===== config.mk =====
export PLATFORM = sky130hd
export DESIGN_NAME = burst_sram
export DESIGN_NICKNAME = d
export VERILOG_FILES = /design/src/rtl/sbram_pkg.sv /design/src/rtl/sbram_burst_seq.sv /design/src/rtl/sbram_lanes.sv /design/src/rtl/burst_sram.sv
export SDC_FILE = /design/constraint.sdc
export NUM_CORES = 2
export LEC_CHECK = 0
export BUFFER_PORTS_ARGS = -buffer_cell sky130_fd_sc_hd__clkbuf_2
export CORE_ASPECT_RATIO = 2
export CORE_MARGIN = 8
export CORE_UTILIZATION = 30
export CTS_CLUSTER_SIZE = 12
export DETAILED_ROUTE_END_ITERATION = 8
export GPL_ROUTABILITY_DRIVEN = 0
export PLACE_DENSITY = 0.53
export SLEW_MARGIN = 20
export SYNTH_ARGS = -nofsm -noshare
export SYNTH_HDL_FRONTEND = slang
export SYNTH_HIERARCHICAL = 1
export SYNTH_SLANG_ARGS = --single-unit

===== constraint.sdc =====
create_clock -name clk -period 2.95 [get_ports clk]
set_input_delay 0.4425 -clock clk [delete_from_list [all_inputs] [get_ports clk]]
set_output_delay 0.4425 -clock clk [all_outputs]
set_load 0.1 [all_outputs]

===== src/rtl/sbram_pkg.sv =====
package sbram_pkg;

    localparam int unsigned LANES = 4;
    localparam int unsigned CNT_W = 2;

    typedef enum logic {
        ORD_INCR = 1'b0,
        ORD_XOR  = 1'b1
    } order_e;

    typedef struct packed {
        logic             valid;
        logic             write;
        logic [LANES-1:0] mask;
    } acc_ctl_t;

    function automatic logic [CNT_W-1:0] burst_offset(
        input logic [CNT_W-1:0] base,
        input logic [CNT_W-1:0] cnt,
        input order_e           ord
    );
        logic [CNT_W-1:0] r;
        if (ord == ORD_XOR) r = base ^ cnt;
        else                r = base + cnt;
        return r;
    endfunction

    function automatic logic [LANES-1:0] lane_mask(
        input logic             all_n,
        input logic             en_n,
        input logic [LANES-1:0] wr_n
    );
        logic [LANES-1:0] m;
        if (!all_n)     m = '1;
        else if (!en_n) m = ~wr_n;
        else            m = '0;
        return m;
    endfunction

endpackage


===== src/rtl/sbram_burst_seq.sv =====
module sbram_burst_seq
    import sbram_pkg::*;
#(
    parameter int unsigned ADDR_W = 6,
    parameter int unsigned DATA_W = 36
) (
    input  logic              clk,
    input  logic              rst,
    input  logic              ce_n,
    input  logic              host_start_n,
    input  logic              ctl_start_n,
    input  logic              step_n,
    input  logic              order_sel,
    input  logic [ADDR_W-1:0] addr,
    input  logic [DATA_W-1:0] wdata,
    input  logic              lane_en_n,
    input  logic [LANES-1:0]  lane_wr_n,
    input  logic              all_wr_n,
    output acc_ctl_t          acc,
    output logic [ADDR_W-1:0] acc_addr,
    output logic [DATA_W-1:0] acc_data,
    output logic              burst_live
);

    logic [ADDR_W-1:0] base_q;
    logic [CNT_W-1:0]  cnt_q;
    logic [CNT_W-1:0]  cnt_nx;
    logic [LANES-1:0]  mask;
    logic              start;
    logic              desel;

    assign start  = !ce_n && (!host_start_n || !ctl_start_n);
    assign desel  = ce_n && !ctl_start_n;
    assign cnt_nx = cnt_q + {{(CNT_W-1){1'b0}}, !step_n};
    assign mask   = lane_mask(all_wr_n, lane_en_n, lane_wr_n);

    always_ff @(posedge clk) begin
        if (rst) begin
            burst_live <= 1'b0;
            base_q     <= '0;
            cnt_q      <= '0;
            acc        <= '0;
            acc_addr   <= '0;
            acc_data   <= '0;
        end else begin
            acc_data <= wdata;
            if (start) begin
                burst_live <= 1'b1;
                base_q     <= addr;
                cnt_q      <= '0;
                acc        <= '{valid: 1'b1, write: |mask, mask: mask};
                acc_addr   <= addr;
            end else if (desel) begin
                burst_live <= 1'b0;
                acc        <= '0;
            end else if (burst_live) begin
                cnt_q    <= cnt_nx;
                acc      <= '{valid: 1'b1, write: |mask, mask: mask};
                acc_addr <= {base_q[ADDR_W-1:CNT_W],
                             burst_offset(base_q[CNT_W-1:0], cnt_nx, order_e'(order_sel))};
            end else begin
                acc <= '0;
            end
        end
    end

endmodule


===== src/rtl/sbram_lanes.sv =====
module sbram_lanes
    import sbram_pkg::*;
#(
    parameter int unsigned ADDR_W = 6,
    parameter int unsigned LANE_W = 9
) (
    input  logic                    clk,
    input  logic                    rst,
    input  acc_ctl_t                acc,
    input  logic [ADDR_W-1:0]       acc_addr,
    input  logic [LANES*LANE_W-1:0] acc_data,
    output logic [LANES*LANE_W-1:0] rdata,
    output logic                    rvalid
);

    localparam int unsigned DEPTH = 1 << ADDR_W;

    logic do_read;
    assign do_read = acc.valid && !acc.write;

    for (genvar g = 0; g < LANES; g++) begin : g_lane
        logic [LANE_W-1:0] mem [DEPTH];
        logic [LANE_W-1:0] rd_q;

        always_ff @(posedge clk) begin
            if (acc.valid && acc.write && acc.mask[g])
                mem[acc_addr] <= acc_data[g*LANE_W +: LANE_W];
        end

        always_ff @(posedge clk) begin
            if (rst)          rd_q <= '0;
            else if (do_read) rd_q <= mem[acc_addr];
        end

        assign rdata[g*LANE_W +: LANE_W] = rd_q;
    end

    always_ff @(posedge clk) begin
        if (rst) rvalid <= 1'b0;
        else     rvalid <= do_read;
    end

endmodule


===== src/rtl/burst_sram.sv =====
module burst_sram
    import sbram_pkg::*;
#(
    parameter int unsigned ADDR_W = 6,
    parameter int unsigned LANE_W = 9
) (
    input  logic                    clk,
    input  logic                    rst,
    input  logic                    ce_n,
    input  logic                    host_start_n,
    input  logic                    ctl_start_n,
    input  logic                    step_n,
    input  logic                    order_sel,
    input  logic [ADDR_W-1:0]       addr,
    input  logic [LANES*LANE_W-1:0] wdata,
    input  logic                    lane_en_n,
    input  logic [LANES-1:0]        lane_wr_n,
    input  logic                    all_wr_n,
    output logic [LANES*LANE_W-1:0] rdata,
    output logic                    rvalid
);

    localparam int unsigned DATA_W = LANES * LANE_W;

    acc_ctl_t          acc;
    logic [ADDR_W-1:0] acc_addr;
    logic [DATA_W-1:0] acc_data;
    logic              burst_live;

    sbram_burst_seq #(.ADDR_W(ADDR_W), .DATA_W(DATA_W)) u_seq (
        .clk          (clk),
        .rst          (rst),
        .ce_n         (ce_n),
        .host_start_n (host_start_n),
        .ctl_start_n  (ctl_start_n),
        .step_n       (step_n),
        .order_sel    (order_sel),
        .addr         (addr),
        .wdata        (wdata),
        .lane_en_n    (lane_en_n),
        .lane_wr_n    (lane_wr_n),
        .all_wr_n     (all_wr_n),
        .acc          (acc),
        .acc_addr     (acc_addr),
        .acc_data     (acc_data),
        .burst_live   (burst_live)
    );

    sbram_lanes #(.ADDR_W(ADDR_W), .LANE_W(LANE_W)) u_lanes (
        .clk      (clk),
        .rst      (rst),
        .acc      (acc),
        .acc_addr (acc_addr),
        .acc_data (acc_data),
        .rdata    (rdata),
        .rvalid   (rvalid)
    );

endmodule


**Yosys cells after proc, flatten, opt, wreduce, memory -nomap -nowiden**

Memories as Yosys holds them, arrays and structs flattened. A register that Yosys moved wholly into a read port is not among the register bits.
Index checks and enable logic that the tools add are counted.

- Flip-flop bits (word level): 58
- RAM bits: 2304
- Memories kept: 4
- Logic and storage cells: 58

Memories:

| memory | depth | width | rd ports | clocked after Yosys merged registers in | write ports | line | text |
|---|---|---|---|---|---|---|---|
| u_lanes.g_lane[0].mem | 64 | 9 | 1 | 1 | 1 | sbram_lanes.sv:22 | `logic [LANE_W-1:0] mem [DEPTH];` |
| u_lanes.g_lane[1].mem | 64 | 9 | 1 | 1 | 1 | sbram_lanes.sv:22 |  |
| u_lanes.g_lane[2].mem | 64 | 9 | 1 | 1 | 1 | sbram_lanes.sv:22 |  |
| u_lanes.g_lane[3].mem | 64 | 9 | 1 | 1 | 1 | sbram_lanes.sv:22 |  |

- Muxes and demuxes: 19
- Add/subtract/negate cells: 2
- Bitwise gates (word level): 3
- Reductions and logical operators: 20
- Eq/ne operators: 1

Operators with widths:

| operator | count |
|---|---|
| 2-to-1 mux 6 bit | 6 |
| 2-to-1 mux 1 bit | 10 |
| logical AND 1 bit | 8 |
| 2-to-1 mux 4 bit | 2 |
| zero test 1 bit | 5 |
| inverter 4 bit | 1 |
| AND reduction 2 bit | 2 |
| nonzero test 2 bit | 2 |
| OR reduction 4 bit | 1 |
| adder 2 x 1 -> 2 bit | 1 |
| adder 2 bit | 1 |
| 2-to-1 mux 2 bit | 1 |
| inequality test 2 x 1 -> 1 bit (second input constant) | 1 |
| OR reduction 2 bit | 1 |
| bitwise XOR 2 bit | 1 |
| logical OR 1 bit | 1 |
| inverter 1 bit | 1 |

**Logic depth before layout (Yosys ltp)**

- Word-level depth: 7
- Gate-level depth with buffers: 12
- Gate-level depth less buffers: 6

**Modules after synthesis**

Netlist, hierarchy kept.

Modules (own cells, without submodules):

| module | cells each | times used | seq. area each (um^2) | area an instance (um^2) |
|---|---|---|---|---|
| sbram_lanes | 5125 | 1 | 69927.1 | 90773.3 |
| sbram_burst_seq | 176 | 1 | 1141.1 | 1903.1 |

**Least setup slack after synthesis**

No wires, ideal clock.

- Path kind: register -> register
- Start point: register u_seq.acc_addr[4]
- End point: memory u_lanes.g_lane[2].mem[51][0], enable pin
- Cell stages (with the launch flop): 7
- Period minus slack after synthesis: 2.604 ns
- Data arrival time: 2.217 ns
- Path buffers: 3
- Path slack: 0.346 ns
- Path through: dfxtp_1 > clkbuf_1 > and3b_1 > clkbuf_1 > buf_1 > nand2_1 > nor3_1

RTL lines:

| item | line | text |
|---|---|---|
| from (decl) | sbram_burst_seq.sv:20 | `output logic [ADDR_W-1:0] acc_addr,` |
| from (signal assigned) | sbram_burst_seq.sv:52 | `acc_addr <= addr;` |
| from (signal assigned) | sbram_burst_seq.sv:59 | `acc_addr <= {base_q[ADDR_W-1:CNT_W],` |
| to (decl) | sbram_lanes.sv:22 |  |

No word-level cell before the write port.

==> qor.yml <==
sta:
  final_critical_path_setup_slack_ps: 11.84
  setup_repair_after_global_routing_missed_its_margin: "false"
  layout_worst_path_cycle_share_pct: 99.60
  final.setup_skew_ps: 83.67
  timing.final.max_slew_violations: 0
  max_freq_mhz: 340.3
  setup_viol: 0
  slew_headroom_pct: 25.99
  worst_pin_slew_ps: 1110
  timing_hold_violations_final: 0
  finalSetupTns_ps: 0
  period_needed_ps: 2938
critical_path:
  worst-path-buf-inv: 6
  critical_path_data_required_time_ps: 3680
  cp-end-kind: "register"
  path_cells: "buf_12 -> buf_4 -> buf_12 -> and2_4 -> buf_12 -> buf_4 -> a221oi_2 -> nor3_1 -> buf_4 -> a311oi_2 -> nand3_2 -> o21a_1"
  max_stage_delay_ps: 370
  critPathLaunchType: "register"
  cp_slowest_cell: "dfxtp_4"
  crit_family: "buffers and inverters"
  cp_data_arrival_time_ps: 3670
  worst_path_class_setup: "register to register"
  crit_path_max_fanout: 15
clocking:
  cts_tree: "done"
  worstSkewPairLatency_ps: 910
  total_cts_buffers: 228
  clkTransAtPathRegs_ps: 60
  cts_num_sinks: 2398
  root_buffer: "clkbuf_16"
  cts_buffer_depth: 4
  max_h_tree_level: 4
min_path:
  holdCritPathClass: "input port to register"
synthesis:
  avgSynthCellArea_um2: 17.48
  syn_inst: 5301
  synthesized_area_fraction_occupied_by_adder_cells_pct: 0.02700
  synthesis.nets: 5358
  synth_edf_count: 2304
  compound_gate_fraction_of_synth_area_pct: 9.480
  synth-warning-count: 6
  synth-main-ff-cell: "edfxtp_1"
  synth-async-reset-ratio_pct: 0
  ys_seq_elements: 2398
  post_synthesis_share_of_cell_area_spent_on_xor_and_xnor_gates_pct: 0.03375
  multiplexer_area_fraction_after_synthesis_pct: 7.951
  ys_seq_area_share_pct: 76.68
  main_combinational_cell_family_by_area_after_synthesis: "compound AO/OA/AOI/OAI gates"
  post_synth_and_or_nand_nor_area_fraction_pct: 3.530
  post_synth_num_cell_types: 82
  post_synth_instance_area_mm2: 0.09268
die:
  floorplan.initialDensity_pct: 30.15
  placement_rows: 288
  fp.dieArea_mm2: 0.3280
  number_of_placed_i_o_pins: 92
  die_width_um: 409.0
  die_height_um: 802.0
  design.core.area_mm2: 0.3074
routing:
  detail_route.iter0.violations: 5967
  drc_errors: 0
  vias_per_cell: 5.502
  wl_um: 357800
  drtAntennaViolNets: 0
  firstDrtPassIters: 6
  wire_per_inst_um: 34.53
  detailroute.via_count: 57010
pwr:
  maximum_resistive_drop_on_vdd_v: 0.0004742
  power.total_mw: 71.18
  cellLeakagePower_nw: 36.22
  power_per_cell_area_mw_per_mm2: 635.5
global_route:
  grt_pass1_vias: 58360
  antenna_violations_before_repair: 15
  overflow: 0
  grt_max_degree: 65
  global_route_wire_length_before_repair_um: 485800
  groute.usage.overall_pct: 20.95
outcome:
  run_status: "complete, no violations"
placed_design:
  post-place-ws_ps: -312.2
  detailed_place_hpwl_um: 249700
  placed_inst_area_mm2: 0.1048
  io_buffer_count: 91
cells_and_area:
  final_layout_size_suffix_gt1_share_pct: 25.98
  area.growth.synth_to_final_pct: 20.87
  final_cell_area_mm2: 0.1120
  finalCoreUtilization_pct: 36.44
  nets: 6225
job:
  max-cap-violations: 0
==> placed cells by master, fill, tap and decap left out, types with 8 or more instances in the layout <==
| master | instances |
|---|---|
| a311oi_1 | 22 |
| o31ai_1 | 8 |
| nor2b_1 | 40 |
| o221ai_1 | 12 |
| clkbuf_2 | 90 |
| buf_4 | 723 |
| a22o_1 | 30 |
| a21oi_1 | 140 |
| dfxtp_1 | 55 |
| nor3_1 | 22 |
| clkbuf_1 | 112 |
| a211o_1 | 8 |
| nor2_4 | 8 |
| o21ai_0 | 78 |
| o211ai_1 | 8 |
| a222oi_1 | 12 |
| edfxtp_1 | 2304 |
| a221oi_1 | 300 |
| mux4_2 | 114 |
| dlygate4sd3_1 | 66 |
| dfxtp_2 | 34 |
| mux2_2 | 195 |
| a31oi_1 | 31 |
| a22oi_1 | 235 |
| a211oi_1 | 18 |
| mux2i_1 | 242 |
| o2bb2ai_1 | 23 |
| clkbuf_16 | 232 |
| nor2_1 | 392 |
| o22ai_1 | 124 |
| a221o_1 | 28 |
| nand2_1 | 199 |
| o22a_1 | 9 |
| buf_12 | 153 |
| nand3_1 | 23 |
==> final cells by class <==
cell class	count	area, um2
Tap cell	4060	5080
Clock buffer	346	6254
Antenna cell	5	12.51
Fill cell	28650	195400
Timing Repair Buffer	1034	9641
Multi-Input combinational cell	2500	19760
Sequential cell	2398	71130
Inverter	6	37.54
Clock inverter	13	106.4
==> Yosys cell counts, types with 5 or more instances <==
master | n | area [um2]
buf_4 | 64 | 480.5
buf_2 | 163 | 815.8
mux2i_1 | 243 | 2432
o21bai_1 | 7 | 52.55
dfxtp_1 | 94 | 1882
a311oi_2 | 5 | 75.07
nand3b_1 | 5 | 37.54
a222oi_1 | 12 | 120.1
a22o_1 | 30 | 262.8
o221ai_1 | 13 | 113.9
a2bb2oi_1 | 5 | 43.79
a31oi_1 | 31 | 193.9
nand2b_1 | 8 | 50.05
nand3_1 | 29 | 145.1
o22ai_1 | 126 | 788.3
a22oi_1 | 236 | 1772
a21oi_1 | 140 | 700.7
nand2_1 | 201 | 754.5
nor2b_1 | 45 | 281.5
o211ai_1 | 8 | 60.06
a2111oi_0 | 8 | 70.07
o2bb2ai_1 | 23 | 201.4
o21a_1 | 7 | 52.55
buf_1 | 25 | 93.84
o31ai_1 | 8 | 60.06
a221o_1 | 28 | 280.3
edfxtp_1 | 2304 | 69190
nor3_1 | 26 | 130.1
mux2_2 | 195 | 2196
o31a_1 | 7 | 61.31
a211oi_1 | 20 | 150.1
and2_1 | 10 | 62.56
o21ai_0 | 80 | 400.4
a311oi_1 | 23 | 201.4
buf_6 | 21 | 236.5
mux4_2 | 114 | 2567
a211o_1 | 8 | 70.07
mux4_1 | 6 | 157.7
nor2_1 | 399 | 1498
clkbuf_1 | 123 | 461.7
and3_1 | 9 | 56.30
o22a_1 | 9 | 78.83
a221oi_1 | 304 | 2663
and3b_1 | 5 | 43.79
==> worst paths after layout <==
kind                            cells past startpoint                   endpoint  slack (ps)               from
worst max-delay path                               12  u_lanes/g_lane[3].rd_q[1]          10  u_seq/acc_addr[0]
worst max register to register                     12  u_lanes/g_lane[3].rd_q[1]          10  u_seq/acc_addr[0]
worst min register to register                      2             u_seq/cnt_q[0]         520     u_seq/cnt_q[0]
worst min-delay path                                4          u_seq/acc_addr[1]          70               ce_n
==> cells by family (layout without fill, tap and decap cells) <==
| family | count (synthesis) | in the layout |
|---|---|---|
| buffers and inverters | 403 | 1399 |
| adders and majority gates | 2 | 2 |
| and+or+nand+nor | 766 | 766 |
| other | 0 | 5 |
| muxes | 559 | 559 |
| AOI/OAI and AO/OA | 1171 | 1171 |
| xor gates and xnor gates | 2 | 2 |
| DFF | 2398 | 2398 |
==> what timing repair did <==
item / in CTS / in global routing
resized for setup: 22 / 5
hold endpoints to repair: 55 / 0
endpoints found under the setup margin: 19 / 20
hold buffers: 66 / 0
setup buffers: 4 / 3
==> registers in the layout (all words and copies together), names as in the netlist <==
register,count
u_lanes/g_lane.rd_q,36
u_lanes/rvalid,1
u_seq/cnt_q,2
u_seq/base_q,6
u_seq/acc_addr,6
u_seq/acc,6
u_seq/acc_data,36
u_lanes/g_lane.mem,2304
u_seq/burst_live,1
==> per-layer routing <==
| metal | vias to the layer above | share of wire [%] | track usage [%] |
|---|---|---|---|
| li1 | 23270 | - | - |
| met1 | 30020 | 33 | 21.49 |
| met2 | 2773 | 52 | 37.83 |
| met3 | 941 | 5.6 | 2.781 |
| met4 | 6 | 10 | 17.13 |
| met5 | - | 0.0098 | 0 |
==> through the flow <==
step | cells | hold WS (ps)
after detailed placement | 9925 | 446.9
after global routing | 10360 | 85.80
after global placement | 9925 | 443.7
after CTS | 10350 | 2.437
final | 10360 | 70.20
after floorplan | 5301 | 436.6
==> where the power goes <==
group	total, mW	switching (mW)	internal [mW]	leakage, nW
registers	37.6	0.283	37.4	22.1
clock network	26.8	12.4	14.4	3.06
logic	6.71	4.44	2.27	11.1
total	71.2	17.1	54.0	36.2
==> worst register-to-register path, stage by stage, from the launching register on <==
cell,delay (ps)
dfxtp_4,370
buf_12,150
buf_4,160
buf_12,160
and2_4,190
buf_12,170
buf_4,180
a221oi_2,290
nor3_1,140
buf_4,160
a311oi_2,330
nand3_2,260
o21a_1,230
(Power assumes the default switching activity.)
